$ cat src/rtl/rx_sym_pkg.sv
package rx_sym_pkg;
  localparam int SYM_W = 5;
  localparam int NIB_W = 4;
  localparam logic [SYM_W-1:0] ESC_CODE = 5'b00010;
  localparam logic [NIB_W-1:0] CMD_MARK = 4'h8;
  localparam logic [NIB_W-1:0] CMD_SOC  = 4'h4;

  // Nibble to line symbol; the decoder searches this mapping.
  function automatic logic [SYM_W-1:0] nib_to_sym(input logic [NIB_W-1:0] d);
    logic [SYM_W-1:0] s;
    if (d[1:0] != 2'b00) begin
      s = {d[3], 1'b1, d[2], d[1:0]};
    end else begin
      case (d[3:2])
        2'd0:    s = 5'b10101;
        2'd1:    s = 5'b00111;
        2'd2:    s = 5'b10010;
        default: s = 5'b10111;
      endcase
    end
    return s;
  endfunction
endpackage

$ cat src/rtl/nrzi_rx.sv
module nrzi_rx (
  input  logic clk,
  input  logic rst,
  input  logic line_in,
  input  logic line_en,
  output logic bit_out,
  output logic bit_vld
);
  logic prev_lvl;

  always_ff @(posedge clk) begin
    if (rst) begin
      prev_lvl <= 1'b0;
      bit_out  <= 1'b0;
      bit_vld  <= 1'b0;
    end else begin
      bit_vld <= line_en;
      if (line_en) begin
        bit_out  <= line_in ^ prev_lvl;
        prev_lvl <= line_in;
      end
    end
  end


  en_gives_bit_chk: assert property (@(posedge clk) disable iff (rst)
    line_en |=> bit_vld);

  no_en_no_bit_chk: assert property (@(posedge clk) disable iff (rst)
    !line_en |=> !bit_vld);
endmodule

$ cat src/rtl/sym_lookup.sv
module sym_lookup
  import rx_sym_pkg::*;
(
  input  logic [SYM_W-1:0] code,
  output logic [NIB_W-1:0] nib,
  output logic             is_esc,
  output logic             valid_symbol
);
  always_comb begin
    nib          = '0;
    is_esc       = (code == ESC_CODE);
    valid_symbol = is_esc;
    for (int i = 0; i < (1 << NIB_W); i++) begin
      if (nib_to_sym(i[NIB_W-1:0]) == code) begin
        nib          = i[NIB_W-1:0];
        valid_symbol = 1'b1;
      end
    end
  end
endmodule

$ cat src/rtl/sym_aligner.sv
module sym_aligner
  import rx_sym_pkg::*;
#(
  parameter int LOSS_LIMIT = 4
) (
  input  logic             clk,
  input  logic             rst,
  input  logic             bit_in,
  input  logic             bit_vld,
  output logic             locked,
  output logic             sym_vld,
  output logic             sym_ok,
  output logic             sym_esc,
  output logic [NIB_W-1:0] sym_nib
);
  localparam int PH_W  = $clog2(SYM_W);
  localparam int RUN_W = $clog2(LOSS_LIMIT + 1);

  logic [SYM_W-1:0] shreg, shreg_n;
  logic [PH_W-1:0]  phase;
  logic [RUN_W-1:0] bad_run;
  logic [NIB_W-1:0] lk_nib;
  logic             lk_esc, lk_ok;

  assign shreg_n = {shreg[SYM_W-2:0], bit_in};

  sym_lookup u_lookup (
    .code        (shreg_n),
    .nib         (lk_nib),
    .is_esc      (lk_esc),
    .valid_symbol(lk_ok)
  );

  always_ff @(posedge clk) begin
    if (rst) begin
      shreg   <= '0;
      phase   <= '0;
      bad_run <= '0;
      locked  <= 1'b0;
      sym_vld <= 1'b0;
      sym_ok  <= 1'b0;
      sym_esc <= 1'b0;
      sym_nib <= '0;
    end else begin
      sym_vld <= 1'b0;
      if (bit_vld) begin
        shreg <= shreg_n;
        if (!locked) begin
          if (lk_esc) begin
            locked  <= 1'b1;
            phase   <= '0;
            bad_run <= '0;
            sym_vld <= 1'b1;
            sym_ok  <= 1'b1;
            sym_esc <= 1'b1;
            sym_nib <= lk_nib;
          end
        end else if (phase == PH_W'(SYM_W - 1)) begin
          phase   <= '0;
          sym_vld <= 1'b1;
          sym_ok  <= lk_ok;
          sym_esc <= lk_esc;
          sym_nib <= lk_nib;
          if (!lk_ok) begin
            if (bad_run == RUN_W'(LOSS_LIMIT - 1)) begin
              locked  <= 1'b0;
              bad_run <= '0;
            end else begin
              bad_run <= bad_run + 1'b1;
            end
          end else begin
            bad_run <= '0;
          end
        end else begin
          phase <= phase + 1'b1;
        end
      end
    end
  end


  lock_on_escape_chk: assert property (@(posedge clk) disable iff (rst)
    $rose(locked) |-> (sym_vld && sym_esc));

  unlock_on_bad_chk: assert property (@(posedge clk) disable iff (rst)
    $fell(locked) |-> (sym_vld && !sym_ok));
endmodule

$ cat src/rtl/cell_framer.sv
module cell_framer
  import rx_sym_pkg::*;
#(
  parameter int CELL_BYTES = 53
) (
  input  logic             clk,
  input  logic             rst,
  input  logic             locked,
  input  logic             sym_vld,
  input  logic             sym_ok,
  input  logic             sym_esc,
  input  logic [NIB_W-1:0] sym_nib,
  output logic             nib_valid,
  output logic [NIB_W-1:0] nib_out,
  output logic             nib_cmd,
  output logic             scr_reload,
  output logic             byte_valid,
  output logic [2*NIB_W-1:0] byte_out,
  output logic             start_of_cell,
  output logic             timing_marker,
  output logic             symbol_error,
  output logic             cmd_error
);
  localparam int NIBS  = 2 * CELL_BYTES;
  localparam int CNT_W = $clog2(NIBS);
  localparam logic [CNT_W-1:0] LAST_NIB = CNT_W'(NIBS - 1);

  logic             esc_pend, in_cell;
  logic [CNT_W-1:0] nib_cnt;
  logic [NIB_W-1:0] hi_nib;
  logic             is_esc_now, take_data;
  logic [NIB_W-1:0] data_nib;

  always_comb begin
    is_esc_now = sym_ok && sym_esc;
    take_data  = locked && sym_vld && in_cell && !esc_pend && !is_esc_now;
    data_nib   = sym_ok ? sym_nib : '0;
  end

  always_ff @(posedge clk) begin
    if (rst) begin
      esc_pend      <= 1'b0;
      in_cell       <= 1'b0;
      nib_cnt       <= '0;
      hi_nib        <= '0;
      nib_valid     <= 1'b0;
      nib_out       <= '0;
      nib_cmd       <= 1'b0;
      scr_reload    <= 1'b0;
      byte_valid    <= 1'b0;
      byte_out      <= '0;
      start_of_cell <= 1'b0;
      timing_marker <= 1'b0;
      symbol_error  <= 1'b0;
      cmd_error     <= 1'b0;
    end else begin
      nib_valid     <= 1'b0;
      nib_cmd       <= 1'b0;
      scr_reload    <= 1'b0;
      byte_valid    <= 1'b0;
      start_of_cell <= 1'b0;
      timing_marker <= 1'b0;
      symbol_error  <= 1'b0;
      cmd_error     <= 1'b0;
      if (!locked) begin
        esc_pend <= 1'b0;
        in_cell  <= 1'b0;
        nib_cnt  <= '0;
      end else if (sym_vld) begin
        nib_valid    <= 1'b1;
        nib_out      <= (sym_ok && !sym_esc) ? sym_nib : '0;
        nib_cmd      <= esc_pend || is_esc_now;
        symbol_error <= !sym_ok;
        if (esc_pend) begin
          esc_pend <= 1'b0;
          if (sym_ok) begin
            if (sym_esc || sym_nib == CMD_SOC) begin
              in_cell    <= 1'b1;
              nib_cnt    <= '0;
              scr_reload <= sym_esc;
            end else if (sym_nib == CMD_MARK) begin
              timing_marker <= 1'b1;
            end else begin
              cmd_error <= 1'b1;
            end
          end
        end else if (is_esc_now) begin
          esc_pend <= 1'b1;
        end else if (take_data) begin
          if (!nib_cnt[0]) begin
            hi_nib <= data_nib;
          end else begin
            byte_valid    <= 1'b1;
            byte_out      <= {hi_nib, data_nib};
            start_of_cell <= (nib_cnt == CNT_W'(1));
          end
          if (nib_cnt == LAST_NIB) begin
            in_cell <= 1'b0;
            nib_cnt <= '0;
          end else begin
            nib_cnt <= nib_cnt + 1'b1;
          end
        end
      end
    end
  end


  soc_with_byte_chk: assert property (@(posedge clk) disable iff (rst)
    start_of_cell |-> byte_valid);

  event_excl_chk: assert property (@(posedge clk) disable iff (rst)
    $onehot0({timing_marker, byte_valid, cmd_error, scr_reload}));

  reload_is_cmd_chk: assert property (@(posedge clk) disable iff (rst)
    scr_reload |-> (nib_valid && nib_cmd));

  cnt_bound_chk: assert property (@(posedge clk) disable iff (rst)
    nib_cnt <= LAST_NIB);

  nib_needs_lock_chk: assert property (@(posedge clk) disable iff (rst)
    nib_valid |-> $past(locked));
endmodule

$ cat src/rtl/rx_sym_decoder.sv
module rx_sym_decoder
  import rx_sym_pkg::*;
#(
  parameter int CELL_BYTES = 53,
  parameter int LOSS_LIMIT = 4
) (
  input  logic       clk,
  input  logic       rst,
  input  logic       line_in,
  input  logic       line_en,
  output logic       locked,
  output logic       nib_valid,
  output logic [3:0] nib_out,
  output logic       nib_cmd,
  output logic       scr_reload,
  output logic       byte_valid,
  output logic [7:0] byte_out,
  output logic       start_of_cell,
  output logic       timing_marker,
  output logic       symbol_error,
  output logic       cmd_error
);
  logic             raw_bit, raw_vld;
  logic             sym_vld, sym_ok, sym_esc;
  logic [NIB_W-1:0] sym_nib;

  nrzi_rx u_nrzi (
    .clk    (clk),
    .rst    (rst),
    .line_in(line_in),
    .line_en(line_en),
    .bit_out(raw_bit),
    .bit_vld(raw_vld)
  );

  sym_aligner #(.LOSS_LIMIT(LOSS_LIMIT)) u_align (
    .clk    (clk),
    .rst    (rst),
    .bit_in (raw_bit),
    .bit_vld(raw_vld),
    .locked (locked),
    .sym_vld(sym_vld),
    .sym_ok (sym_ok),
    .sym_esc(sym_esc),
    .sym_nib(sym_nib)
  );

  cell_framer #(.CELL_BYTES(CELL_BYTES)) u_framer (
    .clk          (clk),
    .rst          (rst),
    .locked       (locked),
    .sym_vld      (sym_vld),
    .sym_ok       (sym_ok),
    .sym_esc      (sym_esc),
    .sym_nib      (sym_nib),
    .nib_valid    (nib_valid),
    .nib_out      (nib_out),
    .nib_cmd      (nib_cmd),
    .scr_reload   (scr_reload),
    .byte_valid   (byte_valid),
    .byte_out     (byte_out),
    .start_of_cell(start_of_cell),
    .timing_marker(timing_marker),
    .symbol_error (symbol_error),
    .cmd_error    (cmd_error)
  );
endmodule

$ cat config.mk
export PLATFORM = sky130hd
export DESIGN_NAME = rx_sym_decoder
export DESIGN_NICKNAME = d
export VERILOG_FILES = /design/src/rtl/rx_sym_pkg.sv /design/src/rtl/nrzi_rx.sv /design/src/rtl/sym_lookup.sv /design/src/rtl/sym_aligner.sv /design/src/rtl/cell_framer.sv /design/src/rtl/rx_sym_decoder.sv
export SDC_FILE = /design/constraint.sdc
export NUM_CORES = 1
export LEC_CHECK = 0
export ABC_AREA = 1
export BUFFER_PORTS_ARGS = -buffer_cell sky130_fd_sc_hd__buf_2
export CORE_ASPECT_RATIO = 1.1
export CORE_MARGIN = 8
export CORE_UTILIZATION = 40
export DETAILED_ROUTE_END_ITERATION = 10
export SYNTH_ARGS = -nofsm -noshare
export SYNTH_HDL_FRONTEND = slang
export SYNTH_SLANG_ARGS = --single-unit
$ cat constraint.sdc
create_clock -name clk -period 1.78 [get_ports clk]
set_input_delay 0.267 -clock clk [delete_from_list [all_inputs] [get_ports clk]]
set_output_delay 0.267 -clock clk [all_outputs]
set_load 0.01 [all_outputs]
Word-level counts from Yosys, hierarchy flattened --
Index checks and enable logic that the tools add are counted.
Operators by class: bitwise operators 10, reduce and logical (&&, ||, !) cells 29, muxes and demuxes 73, equality and inequality tests 27, add/subtract/negate cells 3
Operators by type and width (number):
- $mux W4 | 19
- $eq A5 B5 Y1 const A | 9
- $mux W7 | 6
- $mux W1 | 41
- $eq A4 B5 Y1 const A | 6
- $mux W3 | 7
- $reduce_and A6 Y1 | 3
- $reduce_or A6 Y1 | 3
- $not A1 Y1 | 9
- $add A7 B1 Y7 const B | 1
- $eq A7 B1 Y1 const B | 1
- $eq A7 B7 Y1 const B | 1
- $reduce_or A7 Y1 | 1
- $add A3 B1 Y3 const B | 2
- $logic_and A1 B1 Y1 | 6
- $ne A2 B2 Y1 const B | 3
- $reduce_bool A2 Y1 | 3
- $eq A3 B5 Y1 const A | 1
- $eq A5 B2 Y1 const B | 1
- $reduce_and A5 Y1 | 1
- $eq A4 B3 Y1 const B | 1
- $eq A4 B4 Y1 const B | 1
- $logic_not A1 Y1 | 4
- $reduce_and A2 Y1 | 2
- 8 further kinds | 10
Word-level totals: output and inout port bits 21, input bits 4, word-level logic and storage cells 167, register bits 54

Longest topological paths before layout --
word-level depth 20, gate-level depth with buffers 12, depth with buffers taken out 12

By module --
Synthesis repeated with hierarchy kept, for this count alone.
Second synthesis, totals: cell total of the unflattened synthesis 381, area, all modules 2678.8 µm²
By module, submodules not included:
- cell_framer | times used 1, area an instance 1481.4 µm², seq. area each 660.6 µm², cells an instance 203
- sym_aligner | times used 1, area an instance 803.3 µm², seq. area each 360.3 µm², cells an instance 106
- sym_lookup | times used 1, area an instance 276.5 µm², seq. area each 0.0 µm², cells an instance 55
- nrzi_rx | times used 1, area an instance 117.6 µm², seq. area each 60.1 µm², cells an instance 17

Worst setup path before layout --
OpenSTA, ideal clock, no wires.
kind reg-to-reg, start register u_framer.nib_cnt[0], end register u_framer.nib_cnt[6], arrival time 1326 ps, path buffers 0, setup time 70 ps, clock period less this slack 1396 ps, data required time 1710 ps, stages on the path, launching flop included 10, slack 384 ps, cells stage by stage dfxtp_1 ha_1 nand2_1 nor2_1 inv_1 o21bai_1 nand3_1 nor2_1 nand2_1 a21oi_1
Between the ends: cells in the longest elaborated chain, start to end 5, elaborated cells between the ends (all ways) 6, classes of those cells add/sub (1); eq/ne (1); mux (4)
Ends and longest elaborated chain:
- start: declaration | line cell_framer.sv:29 | logic [CNT_W-1:0] nib_cnt;
- start signal: assignment | line cell_framer.sv:101 | nib_cnt <= nib_cnt + 1'b1;
- $add A7 B1 Y7 / $eq A7 B7 Y1 (equally long branches) | line cell_framer.sv:101, cell_framer.sv:97
- $mux W7 (*) | line cell_framer.sv:97 | if (nib_cnt == LAST_NIB) begin
- $mux W7 (*) | line cell_framer.sv:89 | end else if (take_data) begin
- $mux W7 (*) | line cell_framer.sv:87 | end else if (is_esc_now) begin
- $mux W7 (*) | line cell_framer.sv:74 | if (esc_pend) begin
Mark *: on every way between the ends. The rest lies on a longest branch, timed or not. The select of a mux whose other input is x is not followed. A chain may end at the register's enable or synchronous reset.

Worst setup path in the final report --
start register u_align.shreg[3], end register u_align.locked
Between the ends: cells in the longest elaborated chain, start to end 20, elaborated cells between the ends (all ways) 37, classes of those cells eq/ne (17); mux (20)
Ends and longest elaborated chain:
- start: declaration | line sym_aligner.sv:19 | logic [SYM_W-1:0] shreg, shreg_n;
- start signal: assignment | line sym_aligner.sv:47 | shreg <= shreg_n;
- $eq A5 B2 Y1 / $eq A5 B5 Y1 (equally long branches) | line sym_lookup.sv:11, sym_lookup.sv:14
- $mux W1 (16 in series) | line sym_lookup.sv:14 | if (nib_to_sym(i[NIB_W-1:0]) == code) begin
- $mux W1 | line sym_aligner.sv:64 | if (!lk_ok) begin
- $mux W1 | line sym_aligner.sv:58 | end else if (phase == PH_W'(SYM_W - 1)) begin
- $mux W1 (*) | line sym_aligner.sv:48 | if (!locked) begin
- end signal: assignment | line sym_aligner.sv:39 | locked <= 1'b0;
- end signal: assignment | line sym_aligner.sv:50 | locked <= 1'b1;
- end signal: assignment | line sym_aligner.sv:66 | locked <= 1'b0;
- end: declaration | line sym_aligner.sv:10 | output logic locked,
Mark *: on every way between the ends. The rest lies on a longest branch, timed or not.

==> summary.md <==
| Metric | Value |
|---|---|
| Status | `complete, no violations` |
| Fillcell total | `628` |
| H-tree depth | `2` |
| Layout Nets | `373` |
| Max Buffers Root-to-Sink | `2` |
| Non-Filler Instances | `445` |
| DP HPWL | `4.080 mm` |
| Worst hold start | `line_in` |
| Pint | `0.001565 W` |
| Peak supply drop | `0.0002939 V` |
| Cell count after synthesis | `337` |
| CP required | `1.98 ns` |
| Largest net degree at the start of global routing | `29` |
| Dpl cells | `437` |
| PwrDens | `721.4 mW/mm²` |
| Reg power frac | `61.4%` |
| Detailed-route via count | `2161` |
| Hold_buf cts | `0` |
| Design area | `0.002805 mm²` |
| Mean Syn Cell Area | `7.433 µm²` |
| Worst skew pair latency | `0.30 ns` |
| Layout cells sized above 1 | `17.26%` |
| Fin. max-slew vios | `0` |
| Clock transition at the registers of the reported paths | `0.09 ns` |
| Synth top cells by count | `72 x nand2_1, 54 x dfxtp_1, 45 x nor2_1, 29 x inv_1, 27 x a21oi_1` |
| Post-CTS Setup Bufs | `0` |
| Root buffer cell | `clkbuf_8` |
| Worst reg2reg setup slack | `0.18 ns` |
| Number of flops mapped to enable cells by yosys | `0` |
| Final hold vios | `0` |
| Remaining antenna violation count | `0` |
| Met3 WL | `177 µm` |
| Initial antenna violation count | `0` |
| Critical Path AT | `1.80 ns` |
| Most numerous cell in the Yosys netlist | `nand2_1` |
| R2r startpoint | `u_align.shreg[3]` |
| I/O Buffers | `24` |
| Hold EP | `u_nrzi.prev_lvl` |
| Critical Path Start Type | `flip-flop` |
| Min-delay worst type | `in2reg` |
| Sw Share | `22.66%` |
| Cell taking the most area after synthesis | `dfxtp_1` |
| Period minus WS final | `1.598 ns` |
| DRC Markers | `0` |
| Via/cell ratio | `4.856` |
| Max Used Layer | `met4` |
| Vias in the first global route | `2085` |
| DRT iter0 DRCs | `100` |
| FF-to-FF End | `u_align.locked` |
| Syn Nets | `346` |
| Final worst clock skew | `0.01124 ns` |
| Cells taking the most area after synthesis | `dfxtp_1 43%, nand2_1 11%, nor2_1 6.7%` |
| YS warnings | `0` |
| Max-cap violation count | `0` |
| Worst rel slew slack | `66.06%` |
| GRT Util Overall | `12.37%` |
| Mapped Area | `0.002505 mm²` |
| N_diodes | `0` |
| Seq/Total Area, Yosys | `43.16%` |
| Max Fclk | `0.6256 GHz` |
| Switch Pwr | `0.0004585 W` |
| Total grt overflow | `0` |
| Clock Sinks | `54` |
| FF-to-FF path depth | `9` |
| Placeable Area | `0.006118 mm²` |
| Die height | `99.00 µm` |
| Main synth FF type | `dfxtp_1` |
| Die area | `0.009053 mm²` |
| Rows | `30` |
| TritonCTS clock tree | `done` |
| Critical path peak fanout | `14` |
| Initial Utilization | `40.94%` |
| Global-route wire length before repair | `9.425 mm` |
| FF+latch count, synth | `54` |
| Post-CTS Resized | `0` |
| Wl on met1 | `2.356 mm` |
| Worst slew pin tran | `0.5084 ns` |
| FF+latch area | `0.001081 mm²` |
| Placed Area | `0.002714 mm²` |
| WL/cell | `11.93 µm` |
| Gpl congestion | `0.8897` |
| Clk network pwr share | `34.0%` |
| RSZ-0062 raised after global routing | `false` |
| 1st-pass router iterations | `4` |
| Top cell type's share of synthesized area | `43.16%` |
| Post-synth cell types | `35` |
| Layout overhead on the synthesized area | `11.99%` |
| Post-route clock period utilization | `89.80%` |
| Leakage | `1.186 nW` |
| I/O pin cnt | `25` |
| Logic pwr share | `4.6%` |
| Area of the multi-input gates | `0.001237 mm²` |
| Synth async-reset ratio | `0%` |
| Critical path type | `reg2reg` |
| CTS buffer count | `5` |
| Hold path depth | `3` |
| Nature of the critical path endpoint | `flip-flop` |
| Setup-failing EPs final | `0` |
| Die width | `91.45 µm` |
| Final WL | `5.307 mm` |
| Met2 wire length | `2.715 mm` |
| Setup TNS | `0 ns` |
-- per-layer routing --
layer	GRT usage [%]	vias to the layer above
li1	-	1141
met1	13.97	981
met2	22.24	33
met3	2.890	6
met4	3.783	0
met5	0	-
-- per-stage QoR --
stage	worst slack, ns	power (W)	hold slack [ns]	utilization, %
5_1_grt	0.02659	0.002109	0.2373	45.85
6_report	0.1816	0.002024	0.2276	45.85
4_1_cts	0.1914	0.002058	0.2200	45.85
3_3_place_gp	0.2195	0.001364	0.4498	44.36
2_1_floorplan	0.3839	0.001339	0.4019	-
3_5_place_dp	0.1968	0.001365	0.4552	44.36
-- power groups by stage --
stage / registers (W) / clock network [W] / logic (W)
after detailed placement: 0.00127 / 0 / 0.0000947
final: 0.00124 / 0.000687 / 0.0000939
after CTS: 0.00124 / 0.000721 / 0.0000950
after floorplan: 0.00126 / 0 / 0.0000763
after global routing: 0.00125 / 0.000756 / 0.000107
after global placement: 0.00127 / 0 / 0.0000944
-- placed cells by master (no fill, tap or decap), types with 4 or more instances in the layout --
cell type / instances
ha_1: 5
nor2_4: 6
buf_2: 24
a21oi_1: 27
nand2_1: 72
o21ai_0: 21
clkbuf_8: 6
nand2_2: 4
nand3_1: 19
o21ai_1: 5
nor3_1: 7
buf_4: 4
inv_1: 29
inv_2: 5
nand4_1: 4
nor2_1: 45
nand2_4: 5
dfxtp_1: 54
-- state kept, by name, indices dropped and copies added, names as in the netlist, 3 cells and up --
signal and flops:
u_align.bad_run 3, u_align.phase 3, u_align.shreg 4, u_align.sym_nib 4, u_framer.byte_out 8, u_framer.hi_nib 4
u_framer.nib_cnt 7, u_framer.nib_out 4
-- kinds of logic after synthesis --
kind of cell	synth area share (%)
buf+inv	7.442
flops	43.16
simple gates	31.17
xor+xnor	1.049
fa+ha+maj	2.498
compound gates	14.69
-- worst max-delay path, stage by stage, from the launching register on --
cell and delay (ns):
dfxtp_1 0.65, inv_2 0.13, nand3_1 0.12, nand2_1 0.06, nor2_1 0.12, nand3_1 0.12, nor2_4 0.15, nand2_1 0.06
nand2_1 0.06, nand2_1 0.04
-- how the worst max path moves through the flow --
stage                         from              endpoint  slack, ns  cells past startpoint
6_report          u_align.shreg[3]        u_align.locked       0.18                      9
5_1_grt           u_align.shreg[3]        u_align.locked       0.03                      9
4_1_cts           u_align.shreg[3]        u_align.locked       0.19                      9
3_5_place_dp      u_align.shreg[3]        u_align.locked       0.20                      9
3_3_place_gp        u_align.sym_ok  u_framer.byte_out[7]       0.22                      8
2_1_floorplan  u_framer.nib_cnt[0]   u_framer.nib_cnt[6]       0.38                      9
-- layout make-up --
class,count,area share (%)
multi-input cells,238,44.11
well taps,80,3.568
clock inverters,1,0.1784
flip-flops and latches,54,38.54
repair buffers,28,5.352
inverters,37,5.174
clock buffers,7,3.078
No activity file was read; power rests on OpenSTA's default activity.
